--- src/rtl/bigint_add_pkg.sv ---
package bigint_add_pkg;

    localparam int DEF_LIMB_W = 64;
    localparam int DEF_CNT_W  = 8;

    // What the carry register does this cycle
    typedef enum logic [1:0] {
        CF_HOLD  = 2'd0,
        CF_CLEAR = 2'd1,
        CF_LOAD  = 2'd2
    } cf_op_e;

    // A valid step takes priority; a clear alone zeroes; else hold
    function automatic cf_op_e pick_cf_op(input logic step, input logic clr);
        if (step)
            return CF_LOAD;
        else if (clr)
            return CF_CLEAR;
        else
            return CF_HOLD;
    endfunction

    // Carry-in after a possible same-cycle clear
    function automatic logic eff_carry(input logic clr, input logic flag);
        return clr ? 1'b0 : flag;
    endfunction

endpackage

--- src/rtl/blc_limb_alu.sv ---
module blc_limb_alu #(
    parameter int LIMB_W = bigint_add_pkg::DEF_LIMB_W
) (
    input  logic [LIMB_W-1:0] a,
    input  logic [LIMB_W-1:0] b,
    input  logic              cin,
    output logic [LIMB_W-1:0] sum,
    output logic              cout
);
    localparam int WIDE_W = LIMB_W + 1;

    logic [WIDE_W-1:0] wide;

    always_comb begin
        wide = {1'b0, a} + {1'b0, b} + {{LIMB_W{1'b0}}, cin};
        sum  = wide[LIMB_W-1:0];
        cout = wide[LIMB_W];
    end
endmodule

--- src/rtl/blc_carry_flag.sv ---
module blc_carry_flag
    import bigint_add_pkg::*;
(
    input  logic   clk,
    input  logic   rst,
    input  cf_op_e op,
    input  logic   cout,
    output logic   flag
);
    always_ff @(posedge clk) begin
        if (rst) begin
            flag <= 1'b0;
        end else begin
            unique case (op)
                CF_LOAD:  flag <= cout;
                CF_CLEAR: flag <= 1'b0;
                default:  flag <= flag;
            endcase
        end
    end
endmodule

--- src/rtl/blc_step_counter.sv ---
module blc_step_counter #(
    parameter int CNT_W = bigint_add_pkg::DEF_CNT_W
) (
    input  logic             clk,
    input  logic             rst,
    input  logic             step,
    input  logic [CNT_W-1:0] num_limbs,
    output logic             last
);
    localparam int EXT_W = CNT_W + 1;

    logic [CNT_W-1:0] cnt;
    logic [EXT_W-1:0] next_cnt;

    always_comb begin
        next_cnt = {1'b0, cnt} + {{CNT_W{1'b0}}, 1'b1};
        // a count of zero behaves like one
        last     = next_cnt >= {1'b0, num_limbs};
    end

    always_ff @(posedge clk) begin
        if (rst)
            cnt <= '0;
        else if (step)
            cnt <= last ? '0 : next_cnt[CNT_W-1:0];
    end
endmodule

--- src/rtl/bigint_limb_adder.sv ---
module bigint_limb_adder
    import bigint_add_pkg::*;
#(
    parameter int LIMB_W = DEF_LIMB_W,
    parameter int CNT_W  = DEF_CNT_W
) (
    input  logic              clk,
    input  logic              rst,
    input  logic              carry_clr,
    input  logic [CNT_W-1:0]  num_limbs,
    input  logic              in_valid,
    input  logic [LIMB_W-1:0] limb_a,
    input  logic [LIMB_W-1:0] limb_b,
    output logic              sum_valid,
    output logic [LIMB_W-1:0] sum_limb,
    output logic              carry_flag,
    output logic              done
);
    logic              cin;
    logic [LIMB_W-1:0] step_sum;
    logic              step_cout;
    logic              step_last;
    cf_op_e            cf_op;

    always_comb begin
        cin   = eff_carry(carry_clr, carry_flag);
        cf_op = pick_cf_op(in_valid, carry_clr);
    end

    blc_limb_alu #(.LIMB_W(LIMB_W)) u_alu (
        .a    (limb_a),
        .b    (limb_b),
        .cin  (cin),
        .sum  (step_sum),
        .cout (step_cout)
    );

    blc_carry_flag u_cf (
        .clk  (clk),
        .rst  (rst),
        .op   (cf_op),
        .cout (step_cout),
        .flag (carry_flag)
    );

    blc_step_counter #(.CNT_W(CNT_W)) u_cnt (
        .clk       (clk),
        .rst       (rst),
        .step      (in_valid),
        .num_limbs (num_limbs),
        .last      (step_last)
    );

    always_ff @(posedge clk) begin
        if (rst) begin
            sum_valid <= 1'b0;
            done      <= 1'b0;
            sum_limb  <= '0;
        end else begin
            sum_valid <= in_valid;
            done      <= in_valid && step_last;
            if (in_valid)
                sum_limb <= step_sum;
        end
    end
endmodule

--- config.mk ---
export PLATFORM = sky130hd
export DESIGN_NAME = bigint_limb_adder
export DESIGN_NICKNAME = d
export VERILOG_FILES = /design/src/rtl/bigint_add_pkg.sv /design/src/rtl/blc_limb_alu.sv /design/src/rtl/blc_carry_flag.sv /design/src/rtl/blc_step_counter.sv /design/src/rtl/bigint_limb_adder.sv
export SDC_FILE = /design/constraint.sdc
export NUM_CORES = 1
export LEC_CHECK = 0
export BUFFER_PORTS_ARGS = -buffer_cell sky130_fd_sc_hd__buf_2
export CORE_UTILIZATION = 30
export CTS_BUF_LIST = sky130_fd_sc_hd__clkbuf_8 sky130_fd_sc_hd__clkbuf_16
export DETAILED_ROUTE_END_ITERATION = 12
export GPL_ROUTABILITY_DRIVEN = 0
export GPL_TIMING_DRIVEN = 0
export PLACE_DENSITY = 0.57
export SKIP_CTS_REPAIR_TIMING = 1
export SYNTH_ARGS = -nofsm -noshare
export SYNTH_HDL_FRONTEND = slang
export SYNTH_HIERARCHICAL = 1
export SYNTH_SLANG_ARGS = --single-unit
export TNS_END_PERCENT = 10
--- constraint.sdc ---
create_clock -name clk -period 4.07 [get_ports clk]
set_clock_uncertainty 0.05 [all_clocks]
set_input_delay 0.407 -clock clk [delete_from_list [all_inputs] [get_ports clk]]
set_output_delay 0.407 -clock clk [all_outputs]
set_load 0.02 [all_outputs]
Yosys cells after proc, flatten, opt, wreduce, memory -nomap -nowiden
Cells that the tools add are included.

Add/subtract/negate cells: 3. Magnitude comparators: 1. Equal/unequal tests: 2. Multiplexer cells: 5. Reduce and logical (&&, ||, !) cells: 2.

Operator list (number): 64-bit by 64-bit adder with 65-bit output (1); 65-bit by 1-bit adder with 65-bit output (1); 8-bit by 1-bit adder with 9-bit output, second input constant (1); 9-bit by 8-bit >= comparator with 1-bit output (1); 8-bit 2-to-1 mux (1); 2-bit by 1-bit == test with 1-bit output, second input constant (1); 2-bit == test, second input constant (1); 1-bit 2-to-1 mux (2); 2-bit 2-to-1 mux (1); 1-bit case mux with 2 select lines (1); 2-bit nonzero test (1); 1-bit logical AND (1).

Register bits: 75. Output and inout bits: 67. Logic and storage cells: 18.

Longest topological paths before layout
Depth after elaboration: 4. Mapped depth: 14. Depth with buffers taken out: 14.

Cells and area by module
Netlist, hierarchy kept.

Modules (own cells, without submodules): blc_limb_alu (instances 1, cells each 540, area an instance 3786.1 µm², sequential area each 0.0 µm²); bigint_limb_adder (instances 1, cells each 213, area an instance 2382.3 µm², sequential area each 1321.3 µm²); blc_step_counter (instances 1, cells each 84, area an instance 698.2 µm², sequential area each 160.2 µm²); blc_carry_flag (instances 1, cells each 6, area an instance 53.8 µm², sequential area each 20.0 µm²).

Worst setup path after synthesis
Ideal clock, no wire load.

Path kind: flip-flop to flip-flop. From: register u_cf.flag. To: register sum_limb[44]. Library setup time: 128 ps. Arrival: 3312 ps. Required time: 3892 ps. Setup slack: 581 ps. Stages on the path, launching flop included: 15. Path buffers: 0. Cells stage by stage: dfxtp_1 -> nor2b_1 -> fa_1 -> fa_1 -> a211oi_1 -> o21ai_0 -> o221ai_1 -> a21oi_1 -> nor4_2 -> o21ai_2 -> a21boi_1 -> o21ai_0 -> xor2_1 -> mux2i_1 -> nor2_1.

Word-level cells in the longest chain between the ends: 2.

RTL lines: from (decl) (RTL line blc_carry_flag.sv:8) `output logic flag`; from (signal assigned) (RTL line blc_carry_flag.sv:15) `CF_LOAD: flag <= cout;`; from (signal assigned) (RTL line blc_carry_flag.sv:17) `default: flag <= flag;`; 1-bit 2-to-1 mux (RTL line bigint_add_pkg.sv:25) `return clr ? 1'b0 : flag;`; net cin (RTL line bigint_limb_adder.sv:19) `logic cin;`; 65-bit by 1-bit adder with 65-bit output (RTL line blc_limb_alu.sv:15) `wide = {1'b0, a} + {1'b0, b} + {{LIMB_W{1'b0}}, cin};`; net step_sum[44] (RTL line bigint_limb_adder.sv:20) `logic [LIMB_W-1:0] step_sum;`; to (signal assigned) (RTL line bigint_limb_adder.sv:63) `sum_limb <= step_sum;`; to (decl) (RTL line bigint_limb_adder.sv:15) `output logic [LIMB_W-1:0] sum_limb,`.

The timed path passes the listed nets, and every way through them passes these cells. A chain may end at the register's enable or synchronous reset.

Worst setup path in the final report
Same ends and word-level chain as after synthesis.

==> results summary <==
The total area of multi-input combinational cells is between 0.005 and 0.006 sq mm. The filler cell count is ~2400. The final number of hold-violating endpoints came out at 0.

The count of warnings emitted by yosys is 6. In this run, flip-flops and latches consume 31.6% of the power. Setup repair after global routing left no endpoint under its margin. The flow ran to the end, and the final reports show no timing, DRC or antenna violations. The area growth from synthesis to layout came out at 24.81%.

The tightest slew margin relative to the limit came out at a little over two fifths. The clock passes through at most 2 buffers. The total routing resource utilization after global routing came out at between 15 and 20%.

Setup violations remaining at the end of the flow were counted as 0. The core region area came out at ~0.023 sq mm. The shortest period the worst path allows is approximately 3.9 ns. Dividing the detail-routed wire length by the instance count gives between 10 and 15 microns.

The part of the Yosys area used for sequential elements is between 20% and 30%. The critical path contains buffers and inverters numbering 0 combined. The mean cell area of the mapped netlist came out at 8.209 sq um.

Among all flip-flop cells after synthesis, the most frequent one is dfxtp_1. The die area came out at 0.02368 sq mm. The analysis attributes to net switching a power of just over 0.001 W. The number of enable-type register cells in the synthesized netlist is 0. The clock group share of total power is roughly 28%.

The arrival time reported for the critical path endpoint came out at 4.01 ns. The sort of element at the start of the critical path is a flop. The worst register-to-register path begins at u_cf/flag. The highest ir drop seen on vdd came out at 0.1589 mV.

The area occupied by registers is 0.001501 sq mm. The initial antenna violation count is 2. The async set-reset flop share out of synthesis is 0%.

After routing, the total negative slack on setup checks comes to 0 ns. The cell seen most often among critical-path stages is fa_1. In this run the worst setup path begins at u_cf/flag. Summing every instance area after synthesis gives slightly below 0.007 sq mm. Internal power comes to between 0.0015 and 0.002 W. Max-cap violations in this run came to 0. The switching share of total power came out at roughly 37%. Traced cell by cell, the critical path runs through nor2b_1 -> fa_1 -> fa_1 -> a211oi_1 -> o21ai_1 -> o221ai_2 -> a21oi_1 -> nor4_4 -> o21ai_4 -> a21boi_2 -> o21ai_0 -> xor2_1 -> mux2i_1 -> nor2_1. The flip-flop and latch count after synthesis is 75.

The effective utilization at floorplan is approximately 31%. Broken down by cell family, the worst path's largest delay share belongs to compound AO/OA/AOI/OAI gates. The initialized floorplan defines between 50 and 60 standard-cell rows. Global routing finished with a remaining overflow of 0.

The maximum cell stage delay along the critical path came out at 0.49 ns. The I/O pin total is between 200 and 250. The die is roughly 150 microns tall. The share of total power in combinational logic came out at a little over 40%. The data required time at the worst endpoint came out at 4.23 ns. The via density per instance is a little over 5. In this run the number of H-tree levels came out at 3. The launch instance of the worst min-delay path is rst. The static leakage is between 4 and 5 nW.

Timing would allow up to 259.4 MHz. The cell area after placement is roughly 0.0083 sq mm. The maximum number of pins on one net before global-route repair is 12. The total detailed-routing wirelength is about 20000 microns. The detailed-routing iteration count for the pre-antenna-repair pass is 5. Summing all non-filler instances in the final layout gives an area of 0.008637 sq mm. After detailed routing, the number of remaining DRC violations is 0.

The number of buffers created by CTS is 9. Measured on the finished design, the core utilization comes to approximately two fifths. In this run, distinct cell masters in the synthesized netlist total 75. The cell at the root of the clock tree is clkbuf_16.

Port buffering added approximately 200 buffers. The peak fanout along the critical path came out at 5. The die span in x is 153.9 microns.

Once detail routing completed, the nets flagged for antenna violations numbered 0. The clock latency of the later-clocked register in the worst-skew pair is between 0.3 and 0.4 ns. The global-route wire length before repair is around 33000 microns.

The total half-perimeter wirelength after legalization and detailed placement is between 15000 and 20000 microns. The slowest cell on the critical path is fa_1. The slew of the pin with the lowest slew margin is around 0.84 ns. The worst setup path is captured at a flop. The power density over the cells is 315.1 mW/mm^2. The final cycle utilization of the critical path is between 90% and 100%. The via count of the first global-routing pass came out at between 6000 and 7000. The setup path with the least slack is of type reg2reg. The class of the worst hold path is in2reg. The overall via count from detail_route came out at between 6000 and 7000. The clock transition at the registers of the reported paths is around 0.060 ns. The fraction of layout cells with a size suffix above 1 came out at around a quarter. The number of max-slew violations in the final report is 0. The net count after synthesis came out at between 1000 and 1500. The instance count of the mapped netlist is 843. TritonCTS built the clock tree.

The post-layout net count came out at roughly 1300. The number of sinks handled by clock tree synthesis came out at 75. The initial detailed-routing violation count is between 300 and 400.
==> worst register-to-register path: stages, from the launching register on <==
cell,delay (ns)
dfxtp_1,0.31
nor2b_1,0.13
fa_1,0.49
fa_1,0.46
a211oi_1,0.27
o21ai_1,0.18
o221ai_2,0.23
a21oi_1,0.14
nor4_4,0.48
o21ai_4,0.19
a21boi_2,0.29
o21ai_0,0.15
xor2_1,0.16
mux2i_1,0.14
nor2_1,0.05
==> cell usage in the layout, fill, tap and decap left out, types with 13 or more instances in the layout <==
master	n
nand2_1	39
buf_2	217
nand2b_1	17
xnor2_1	37
inv_1	30
nor2_1	101
dfxtp_1	75
o21ai_0	33
nand4_1	23
nand3_1	20
o21a_1	14
ha_1	73
a21o_1	29
a21oi_1	81
mux2i_1	64
o21bai_1	13
clkbuf_1	15
xor2_1	27
==> routing by layer <==
metal / up-vias / share of wire (%) / global-route usage (%)
li1: 3496 / - / -
met5: - / 0 / 0
met1: 3129 / 48 / 22.67
met4: 0 / 1.3 / 4.095
met3: 17 / 6.3 / 4.002
met2: 211 / 45 / 27.94
==> registers in the layout, indices dropped and copies added, names as in the netlist <==
register and flops:
u_cf/flag 1, sum_valid 1, done 1, sum_limb 64
u_cnt/cnt 8
==> final timing paths <==
kind | endpoint | slack [ns] | depth (start not counted)
worst max-delay path | sum_limb[44] | 0.22 | 14
worst min-delay path | u_cf/flag | 0.22 | 2
worst max register to register | sum_limb[44] | 0.22 | 14
worst min register to register | u_cf/flag | 0.42 | 2
==> through the flow <==
stage | cells | power, W | hold WS (ns) | setup WS, ns
after floorplan | 843 | 0.001642 | 0.4174 | 0.5806
after global placement | 1334 | 0.001965 | 0.3988 | -0.3756
after detailed placement | 1334 | 0.001969 | 0.4109 | -0.3121
after CTS | 1350 | 0.002749 | 0.2076 | -0.1887
after global routing | 1350 | 0.002914 | 0.2277 | 0.06616
final | 1354 | 0.002721 | 0.2216 | 0.2156
==> power groups by stage <==
stage | registers, W | logic (W) | clock network (W)
after floorplan | 0.000960 | 0.000683 | 0
after global placement | 0.000875 | 0.00109 | 0
after detailed placement | 0.000875 | 0.00109 | 0
after CTS | 0.000860 | 0.00110 | 0.000789
after global routing | 0.000869 | 0.00122 | 0.000820
final | 0.000859 | 0.00111 | 0.000755
==> cell usage after synthesis (10+ instances only) <==
cell / number / area share [%]
o21a_1: 14 / 1.5
a21o_1: 29 / 3.1
o21bai_1: 13 / 1.4
nand3_1: 20 / 1.4
clkbuf_1: 15 / 0.81
o21ai_0: 34 / 2.5
nand2_1: 39 / 2.1
inv_1: 27 / 1.5
xor2_1: 27 / 3.4
nor2b_1: 10 / 0.90
dfxtp_1: 75 / 22
nand2b_1: 17 / 1.5
nand4_1: 23 / 2.1
a21oi_1: 82 / 5.9
xnor2_1: 37 / 4.7
buf_2: 11 / 0.80
mux2i_1: 64 / 9.3
nor2_1: 101 / 5.5
ha_1: 73 / 13
==> area by class of cell <==
cell class | count | share of cell area (%)
Clock buffer | 11 | 2.926
Timing Repair Buffer | 206 | 11.94
Multi-Input combinational cell | 697 | 58.57
Inverter | 27 | 1.173
Antenna cell | 4 | 0.1159
Clock inverter | 5 | 0.2463
Tap cell | 285 | 4.129
Sequential cell | 75 | 17.38
Buffer | 44 | 3.520
==> kinds of logic after synthesis <==
| family | synth area share (%) |
|---|---|
| buffers and inverters | 5.858 |
| xor gates and xnor gates | 8.335 |
| muxes | 9.257 |
| AOI/OAI and AO/OA | 23.09 |
| DFF | 21.70 |
| adders and majority gates | 13.78 |
| and+or+nand+nor | 17.99 |
No activity file was read; power rests on OpenSTA's default activity.
